File: config.mk
export PLATFORM = sky130hd
export DESIGN_NAME = pmd_ctrl
export DESIGN_NICKNAME = d
export VERILOG_FILES = /design/src/rtl/pmd_pkg.sv /design/src/rtl/pmd_refresh_timer.sv /design/src/rtl/pmd_ras_timer.sv /design/src/rtl/pmd_ctrl.sv
export SDC_FILE = /design/constraint.sdc
export NUM_CORES = 1
export LEC_CHECK = 0
export ABC_AREA = 1
export BUFFER_PORTS_ARGS = -buffer_cell sky130_fd_sc_hd__buf_2
export CELL_PAD_IN_SITES_DETAIL_PLACEMENT = 0
export CELL_PAD_IN_SITES_GLOBAL_PLACEMENT = 1
export CORE_ASPECT_RATIO = 0.75
export CORE_MARGIN = 2
export CORE_UTILIZATION = 39
export DETAILED_ROUTE_END_ITERATION = 8
export PLACE_DENSITY_LB_ADDON = 0.1
export RECOVER_POWER = 50
export SETUP_SLACK_MARGIN = 0.3
export SLEW_MARGIN = 20
export SYNTH_ARGS = -nofsm -noshare
export SYNTH_HDL_FRONTEND = slang
export SYNTH_HIERARCHICAL = 1
export SYNTH_SLANG_ARGS = --single-unit
File: constraint.sdc
create_clock -name clk -period 2.1 [get_ports clk]
set_input_delay 0.42 -clock clk [delete_from_list [all_inputs] [get_ports clk]]
set_output_delay 0.42 -clock clk [all_outputs]
set_load 0.005 [all_outputs]
File: src/rtl/pmd_pkg.sv
package pmd_pkg;

  typedef enum logic [3:0] {
    S_IDLE,   // RAS high, nothing pending
    S_RSET,   // row address set up, RAS still high
    S_ROW,    // RAS low, row-to-column delay
    S_CSET,   // column address set up, CAS high
    S_CAS,    // CAS low
    S_CP,     // CAS precharge inside the page
    S_OPEN,   // page open, waiting for a same-row request
    S_CLOSE,  // waiting for RAS minimum low time
    S_RP,     // RAS precharge
    S_RFC,    // refresh: CAS low ahead of RAS
    S_RFR     // refresh: CAS and RAS low
  } pmd_state_e;

  function automatic int pmd_max4(int a, int b, int c, int d);
    int m;
    m = a;
    if (b > m) m = b;
    if (c > m) m = c;
    if (d > m) m = d;
    return m;
  endfunction

endpackage

File: src/rtl/pmd_refresh_timer.sv
module pmd_refresh_timer #(
  parameter int P_INTERVAL = 1220
) (
  input  logic clk,
  input  logic rst,
  input  logic ack,
  output logic pending
);
  localparam int W = $clog2(P_INTERVAL + 1);

  logic [W-1:0] cnt;
  logic         tick;

  assign tick = (cnt == W'(P_INTERVAL - 1));

  always_ff @(posedge clk) begin
    if (rst) begin
      cnt     <= '0;
      pending <= 1'b0;
    end else begin
      cnt <= tick ? '0 : cnt + 1'b1;
      if (tick)     pending <= 1'b1;
      else if (ack) pending <= 1'b0;
    end
  end
endmodule

File: src/rtl/pmd_ras_timer.sv
module pmd_ras_timer #(
  parameter int P_MIN = 70
) (
  input  logic clk,
  input  logic rst,
  input  logic ras_low,
  output logic min_met
);
  localparam int W = $clog2(P_MIN + 1);

  logic [W-1:0] cnt;

  always_ff @(posedge clk) begin
    if (rst || !ras_low) cnt <= '0;
    else if (cnt < W'(P_MIN - 1)) cnt <= cnt + 1'b1;
  end

  // true in the cycle that completes P_MIN low cycles
  assign min_met = ras_low && (cnt >= W'(P_MIN - 1));
endmodule

File: src/rtl/pmd_ctrl.sv
module pmd_ctrl #(
  parameter int P_ADDR_W  = 12,
  parameter int P_DATA_W  = 4,
  parameter int P_RCD     = 7,    // RAS low before column setup
  parameter int P_CAS     = 52,   // CAS low cycles (also covers WE low time)
  parameter int P_CP      = 53,   // CAS high cycles between column strobes
  parameter int P_RP      = 35,   // RAS precharge cycles
  parameter int P_RAS_MIN = 70,   // minimum RAS low cycles
  parameter int P_REF_INT = 1220  // cycles between refreshes (20 ms / 4096 rows at 4 ns)
) (
  input  logic                clk,
  input  logic                rst,
  input  logic                req_valid,
  output logic                req_ready,
  input  logic [P_ADDR_W-1:0] req_row,
  input  logic [P_ADDR_W-1:0] req_col,
  input  logic                req_wr,
  input  logic [P_DATA_W-1:0] req_wdata,
  input  logic                req_cont,
  output logic                rd_valid,
  output logic [P_DATA_W-1:0] rd_data,
  output logic [P_ADDR_W-1:0] dram_addr,
  output logic                dram_ras_n,
  output logic                dram_cas_n,
  output logic                dram_we_n,
  output logic [P_DATA_W-1:0] dram_dq_out,
  output logic                dram_dq_oe,
  input  logic [P_DATA_W-1:0] dram_dq_in
);
  import pmd_pkg::*;

  localparam int CMAX = pmd_max4(P_RCD, P_CAS, P_CP, P_RP);
  localparam int CW   = $clog2(CMAX + 1);

  pmd_state_e          state;
  logic [CW-1:0]       cnt;
  logic                cnt_zero;
  logic [P_ADDR_W-1:0] row_q, col_q;
  logic                wr_q, cont_q;
  logic [P_DATA_W-1:0] wdata_q;
  logic                ref_pend, ref_ack, ras_ok, accept, row_hit;

  pmd_refresh_timer #(.P_INTERVAL(P_REF_INT)) u_ref (
    .clk(clk), .rst(rst), .ack(ref_ack), .pending(ref_pend)
  );

  pmd_ras_timer #(.P_MIN(P_RAS_MIN)) u_ras (
    .clk(clk), .rst(rst), .ras_low(!dram_ras_n), .min_met(ras_ok)
  );

  assign cnt_zero  = (cnt == '0);
  assign row_hit   = (req_row == row_q);
  assign req_ready = !ref_pend &&
                     ((state == S_IDLE) || (state == S_OPEN && row_hit));
  assign accept    = req_valid && req_ready;
  assign ref_ack   = (state == S_IDLE) && ref_pend;

  always_ff @(posedge clk) begin
    if (rst) begin
      state    <= S_IDLE;
      cnt      <= '0;
      row_q    <= '0;
      col_q    <= '0;
      wr_q     <= 1'b0;
      cont_q   <= 1'b0;
      wdata_q  <= '0;
      rd_valid <= 1'b0;
      rd_data  <= '0;
    end else begin
      rd_valid <= 1'b0;
      if (!cnt_zero) cnt <= cnt - 1'b1;
      if (accept) begin
        row_q   <= req_row;
        col_q   <= req_col;
        wr_q    <= req_wr;
        wdata_q <= req_wdata;
        cont_q  <= req_cont;
      end
      unique case (state)
        S_IDLE: begin
          if (ref_pend)    state <= S_RFC;
          else if (accept) state <= S_RSET;
        end
        S_RSET: begin
          state <= S_ROW;
          cnt   <= CW'(P_RCD - 1);
        end
        S_ROW: if (cnt_zero) state <= S_CSET;
        S_CSET: begin
          state <= S_CAS;
          cnt   <= CW'(P_CAS - 1);
        end
        S_CAS: if (cnt_zero) begin
          if (!wr_q) begin
            rd_valid <= 1'b1;
            rd_data  <= dram_dq_in;
          end
          state <= S_CP;
          cnt   <= CW'(P_CP - 1);
        end
        S_CP: if (cnt_zero) state <= cont_q ? S_OPEN : S_CLOSE;
        S_OPEN: begin
          if (ref_pend)       state <= S_CLOSE;
          else if (accept)    state <= S_CSET;
          else if (req_valid) state <= S_CLOSE;
        end
        S_CLOSE, S_RFR: if (ras_ok) begin
          state <= S_RP;
          cnt   <= CW'(P_RP - 1);
        end
        S_RP: if (cnt_zero) state <= S_IDLE;
        S_RFC: state <= S_RFR;
        default: state <= S_IDLE;
      endcase
    end
  end

  always_comb begin
    dram_ras_n = 1'b1;
    dram_cas_n = 1'b1;
    dram_addr  = row_q;
    case (state)
      S_ROW, S_OPEN, S_CLOSE: dram_ras_n = 1'b0;
      S_CSET, S_CP: begin
        dram_ras_n = 1'b0;
        dram_addr  = col_q;
      end
      S_CAS: begin
        dram_ras_n = 1'b0;
        dram_cas_n = 1'b0;
        dram_addr  = col_q;
      end
      S_RFC: dram_cas_n = 1'b0;
      S_RFR: begin
        dram_ras_n = 1'b0;
        dram_cas_n = 1'b0;
      end
      default: ;
    endcase
  end

  assign dram_dq_oe  = wr_q && (state == S_CSET || state == S_CAS);
  assign dram_we_n   = !(wr_q && (state == S_CSET || state == S_CAS));
  assign dram_dq_out = wdata_q;

endmodule

==> results of run 1 <==
metrics by stage:
| step | hold WS [ns] | worst slack (ns) | total power (W) |
|---|---|---|---|
| global route | 0.3294 | 0.02701 | 0.005348 |
| finish | 0.3145 | 0.08987 | 0.004990 |
| floorplan | 0.4286 | 0.3130 | 0.002691 |
| detailed placement | 0.4529 | 0.1630 | 0.003233 |
| CTS | 0.3021 | 0.06116 | 0.004774 |
| global placement | 0.4399 | 0.1830 | 0.003227 |
state kept, by name, summed over array words and instances (netlist names):
name / cells
col_q: 12
row_q: 12
u_ref/cnt: 11
u_ras/cnt: 7
cnt: 6
dram_dq_out: 4
rd_data: 4
state: 4
cont_q: 1
rd_valid: 1
u_ref/pending: 1
wr_q: 1
worst min-delay path, delay by kind of cell:
kind	cells	cell delay, ns
buf+inv	1	0.07
simple gates	2	0.11
final cells by class:
type / instances / share of cell area
inverter: 77 / 0.06561
clock inverter: 4 / 0.004544
multi-input combinational: 347 / 0.4164
tap: 108 / 0.03067
timing repair buffer: 91 / 0.1312
sequential: 64 / 0.2942
clock buffer: 11 / 0.05737
worst min-delay path by stage:
stage | from | endpoint | slack, ns | cells past startpoint
6_report | dram_dq_in[0] | rd_data[0] | 0.31 | 3
5_1_grt | dram_dq_in[0] | rd_data[0] | 0.33 | 3
4_1_cts | dram_dq_in[0] | rd_data[0] | 0.30 | 3
3_5_place_dp | cont_q | cont_q | 0.45 | 2
3_3_place_gp | u_ref/cnt[0] | u_ref/cnt[0] | 0.44 | 1
2_1_floorplan | u_ref/cnt[0] | u_ref/cnt[0] | 0.43 | 1
placed cells by master, fill, tap and decap left out, types with 3 or more instances in the layout:
master and instances:
nand2_1 103, inv_1 61, dfxtp_1 60, buf_2 56
nor2_1 51, a21oi_1 43, nand3_1 33, buf_4 21
o21ai_0 20, o21ai_1 19, inv_2 15, nand2_2 10
clkbuf_16 10, nand2_4 8, nor2_4 8, xor2_1 8
clkbuf_1 7, nor2_2 5, o21ai_2 4, xnor2_1 4
nand4_1 4, nor3_1 4, ha_1 4, clkinv_2 4
dfxtp_4 4, nand3_2 3, a31oi_1 3, buf_6 3
nand3b_1 3
power by group:
group	switching (W)	internal (W)	total, W
Combinational	0.00112	0.000882	0.00200
Clock	0.000523	0.000847	0.00137
Sequential	0.000175	0.00145	0.00162
Total	0.00182	0.00317	0.00499
cell families after synthesis:
group	share of synthesized area
AOI/OAI and AO/OA	0.1512
adders and majority gates	0.01862
DFF	0.3814
xor gates and xnor gates	0.03128
and+or+nand+nor	0.3095
buffers and inverters	0.1080
metal layers:
layer | wire [µm] | track usage | vias to the layer above
li1 | - | - | 1768
met1 | 4580 | 0.2650 | 1518
met2 | 3837 | 0.2816 | 59
met5 | 0 | 0 | -
met4 | 51 | 0.05499 | 0
met3 | 432 | 0.06282 | 5
what timing repair did:
| action | CTS | global route |
|---|---|---|
| setup endpoints to repair | 17 | 54 |
| gates resized for setup | 26 | 40 |
| setup buffers | 7 | 7 |
| gates cloned | 1 | 1 |
| pin swaps | 5 | 8 |
==> qor.csv, run 1 <==
metric,value,unit
clk sinks,64,
Cell Pwr Density,1133,nW/µm²
largest net degree at the start of global routing,46,
hpwl dp,6172,µm
post-synth top area share,0.3814,
FF-to-FF End,row_q[4],
Starting Density,0.3991,
Post-CTS Hold Buffers,0,
Unique masters post-synth,34,
Post-Place Cells,671,
worst skew pair latency,0.33,ns
yosys warns,6,
Area growth syn-to-layout,31.14,%
min Tclk post-route,2.010,ns
vias per cell,4.772,
Setup CP Type,flip-flop to output pin,
mapped cell area,3359,µm²
worst-path cell chain,nor2_4 -> inv_2 -> nor2_4 -> inv_2 -> nand2_4 -> clkbuf_16 -> nand2_2 -> o21ai_1 -> buf_2,
Final period util,0.9572,
routed vias,3350,
post-layout net count,632,
Die ar.,9380,µm²
share of flip-flops with an asynchronous set or reset,0,
max_slew headroom,0.6799,
GRT Total Usage,0.1901,
"Arr. time, crit path",1.59,ns
Hold WC Path Type,primary input to flip-flop,
CTS buffer count,9,
root buf cell,clkbuf_16,
maximum level of the CTS H-tree,3,
RR Startpoint,state[1],
n_diodes,0,
grt ovf,0,
drt first pass iters,4,
register area share after synthesis,0.3814,
final WL,8901,µm
FMAX,497.5,MHz
Pins Over Slew Limit,0,
net count after synthesis,545,
CTS tree,done,
global-route wire length before repair,14480,µm
critical path required time,1.68,ns
initial antenna violation count,0,
number of synthesized register bits,64,
I/O Buffers,62,
CP max-delay cell,dfxtp_4,
Buf/Inv on CP,4,
number of remaining DRC errors,0,
crit path capture,dram_addr[2],
nature of the critical path endpoint,output pin,
Die Wd,111.2,µm
Finished Cell Area,4405,µm²
total negative slack,0,ns
layout cells sized above 1,0.2710,
CP startpoint,state[2],
fillers,880,
Yosys top cell by area,dfxtp_1,
Max IR drop VDD,0.5136,mV
placed instance area,3854,µm²
Final setup viols,0,
"Hold Vio Cnt, Final",0,
Routed Antenna Nets,0,
"Reg clk slew, reported paths",0.05,ns
gp weighted congestion,0.8709,
Worst path top cell family by delay,buffers and inverters,
FF-to-FF path depth,12,
"count leader, synth",nand2_1,
outcome,finished clean,
Core ar.,8418,µm²
WL/cell,12.68,µm
CTS Buffer Depth,2,
max incr delay on CP,0.36,ns
Slew @ Worst Pin,0.4801,ns
chip height,84.38,µm
Worst setup SP type,flip-flop,
Max-Cap Viols,0,
Final Core Density,0.5233,
unrepaired setup endpoints after global routing,yes,
Clock Skew,0.004703,ns
"EDFF count, synth",0,
R2R Setup Slk,0.21,ns
Multi-input gate area,1834,µm²
Detailed Route Iter0 Violations,153,
"Max FO, Critical Path",6,
prevailing post-synth register cell,dfxtp_1,
synthesized area per cell,6.679,µm²
Syn Inst Count,503,
row cnt,29,
Worst path depth,9,
Leak Pwr,2.049,nW
number of global-route vias before repair,3085,
Reg area,1296,µm²
fin cells,702,
"top cells by count, synth","nand2_1, dfxtp_1, inv_1, nor2_1, a21oi_1",
I/O pin total,63,
"top cells by area, synth","dfxtp_1, nand2_1, inv_1, a21oi_1, nor2_1",
No activity file was read; power rests on OpenSTA's default activity.
==> run 2: changes to the inputs <==
SYNTH_HIERARCHICAL = not set   (was 1)
==> run 2 against run 1 <==
  * Non-clock buffer count rose by 15
  * Register-to-register slack got worse by 0.05 ns
  * Largest cell class unchanged
  * Highest routed layer unchanged
  * Sequential power rose by 4%
==> qor.csv, run 2 <==
metric,value,unit,change
"top cells by area, synth","dfxtp_1, nand2_1, a21oi_1, o21ai_0, inv_1",,
Final period util,0.9360,,-0.02118
Starting Density,0.4033,,+0.004208
prevailing post-synth register cell,dfxtp_1,,
Area growth syn-to-layout,38.05,%,
post-layout net count,612,,-3.2%
Unique masters post-synth,45,,+32%
initial antenna violation count,0,,unchanged
worst hold stages,3,,unchanged
max_slew headroom,0.7038,,+0.02383
Yosys top cell by area,dfxtp_1,,
FF-to-FF End,cnt[0],,
Clock Skew,0.006639,ns,+0.001936 ns
number of remaining DRC errors,0,,unchanged
"commonest non-fill, non-tap cell in the layout",nand2_1,,
Post-Place Cells,628,,-6.4%
nature of the critical path endpoint,output pin,,
yosys warns,0,,-6
CTS tree,done,,
mapped cell area,3193,µm²,-5.0%
routed vias,3360,,+0.30%
RR Startpoint,state[2],,
post-synth top area share,0.4013,,+0.01988
Multi-input gate area,1772,µm²,-3.4%
"EDFF count, synth",0,,unchanged
Max IR drop VDD,0.4793,mV,-6.7%
share of flip-flops with an asynchronous set or reset,0,,unchanged
Syn Inst Count,465,,-7.6%
fillers,770,,-13%
max incr delay on CP,0.37,ns,about the same
"Max FO, Critical Path",8,,+2
number of global-route vias before repair,2854,,-7.5%
chip height,82.36,µm,-2.4%
net count after synthesis,507,,-7.0%
drt first pass iters,5,,+1
"count leader, synth",nand2_1,,
Leak Pwr,2.034,nW,-0.72%
global-route wire length before repair,13880,µm,-4.1%
critical path required time,1.68,ns,about the same
worst-path cell chain,nor2_4 -> inv_2 -> nor2_4 -> inv_2 -> nand2_4 -> buf_8 -> nand2_1 -> o21ai_1 -> buf_2,,
"top cells by count, synth","nand2_1, dfxtp_1, inv_1, nor2_1, a21oi_1",,
Hold Crit Start,req_wdata[3],,
FMAX,508.7,MHz,+2.3%
Routed Antenna Nets,0,,unchanged
CTS Buffer Depth,2,,unchanged
Worst setup SP type,flip-flop,,
grt ovf,0,,unchanged
Hold WC Path Type,primary input to flip-flop,,
Final setup viols,0,,unchanged
total negative slack,0,ns,unchanged
synthesized area per cell,6.867,µm²,+2.8%
"Arr. time, crit path",1.55,ns,-0.04 ns
largest net degree at the start of global routing,42,,-8.7%
I/O pin total,63,,unchanged
I/O Buffers,62,,unchanged
unrepaired setup endpoints after global routing,yes,,
"commonest cells after routing, fill and taps aside","nand2_1, buf_2, inv_1, dfxtp_1, a21oi_1",,
Cell Pwr Density,1209,nW/µm²,+6.7%
R2R Setup Slk,0.16,ns,-0.05 ns
worst skew pair latency,0.34,ns,about the same
Core ar.,7918,µm²,-5.9%
n_diodes,0,,unchanged
GRT Total Usage,0.2044,,+0.01429
Reg area,1299,µm²,+0.19%
Final Core Density,0.5567,,+0.03340
row cnt,28,,-3.4%
number of synthesized register bits,64,,unchanged
"Reg clk slew, reported paths",0.07,ns,+0.02 ns
CTS buffer count,9,,unchanged
final WL,9512,µm,+6.9%
register area share after synthesis,0.4013,,+0.01988
min Tclk post-route,1.966,ns,-0.04448 ns
Detailed Route Iter0 Violations,183,,+20%
gp weighted congestion,0.9023,,+3.6%
outcome,finished clean,,
Pins Over Slew Limit,0,,unchanged
layout cells sized above 1,0.3304,,+0.05939
Hold Path Sink,dram_dq_out[3],,
Setup CP Type,flip-flop to output pin,,
Max-Cap Viols,0,,unchanged
hpwl dp,6143,µm,-0.46%
Slew @ Worst Pin,0.4419,ns,-0.03816 ns
root buf cell,clkbuf_8,,
Largest regs,"col_q (12), row_q (12), u_ref.cnt (11)",,
fin cells,680,,-3.1%
FF-to-FF path depth,14,,+2
"Hold Vio Cnt, Final",0,,unchanged
CP max-delay cell,dfxtp_4,,
Die Wd,108.5,µm,-2.4%
vias per cell,4.941,,+3.5%
WL/cell,13.99,µm,+10%
maximum level of the CTS H-tree,3,,unchanged
Die ar.,8934,µm²,-4.8%
Post-CTS Hold Buffers,0,,unchanged
clk sinks,64,,unchanged
## run 2: cell count changes after synthesis, sizes merged, moves of 4 or more
| cell | delta |
|---|---|
| nor2 | -4 |
| o21ai | +17 |
| nand2 | -28 |
| xor2 | -7 |
| nand3 | -23 |
| a21oi | +10 |
| inv | -8 |
## run 2: kinds of logic (layout without fill, tap and decap cells)
logic type	count (synthesis)	after routing	share of synthesized area
fa+ha+maj	5	5	0.01959
buf+inv	82	191	0.1015
simple gates	185	186	0.2578
compound gates	126	126	0.2116
xor+xnor	3	3	0.008230
flops	64	64	0.4013
## run 2: final cells by class
cell class,instances,area share
repair buffers,106,0.1652
well taps,105,0.02980
flip-flops and latches,64,0.2946
clock buffers,13,0.03378
clock inverters,3,0.01476
multi-input cells,320,0.4019
inverters,69,0.05989
## run 2: power by group
part / internal, W / switching, W
Clock: 0.000701 / 0.000465
Combinational: 0.00106 / 0.00141
Sequential: 0.00149 / 0.000205
Total: 0.00325 / 0.00208
## run 2: repair_timing
action                                  4_1_cts  5_1_grt
pin swaps                                     8       17
endpoints found under the setup margin       16       55
gates cloned                                  2        7
setup buffers                                20        7
gates resized for setup                      39       83
## run 2: worst max path at each step
stage                     startpoint             end  slack, ns  depth (start not counted)
after floorplan             state[1]   dram_addr[10]       0.38                          7
after global placement        cnt[0]      rd_data[2]       0.34                         11
after detailed placement  req_row[4]       col_q[10]       0.31                         13
after CTS                   state[3]   dram_addr[11]        0.1                          9
after global routing        row_q[8]  dram_dq_out[0]       0.04                         13
final                       state[2]   dram_addr[10]       0.13                          9
## run 2: critical path: cells and delay by family (launching register included)
family,cells,cell delay [ns]
AOI/OAI and AO/OA,1,0.07
buffers and inverters,4,0.40
DFF,1,0.37
and+or+nand+nor,4,0.37
## run 2: metrics by stage
| step | power (W) | hold slack, ns | cell area, µm² | setup slack, ns |
|---|---|---|---|---|
| 2_1_floorplan | 0.002906 | 0.4176 | 3193 | 0.3835 |
| 3_3_place_gp | 0.003458 | 0.4273 | 3650 | 0.3417 |
| 3_5_place_dp | 0.003469 | 0.4361 | 3650 | 0.3060 |
| 4_1_cts | 0.004848 | 0.3067 | 4098 | 0.09810 |
| 5_1_grt | 0.005688 | 0.3077 | 4408 | 0.04021 |
| 6_report | 0.005328 | 0.3164 | 4408 | 0.1344 |
## run 2: routing by layer
metal  vias up  track usage  share of wire
met4         0      0.06923          0.012
met5         -            0              0
li1       1714            -              -
met3        12      0.04553          0.065
met2        95       0.3075           0.44
met1      1539       0.2894           0.49
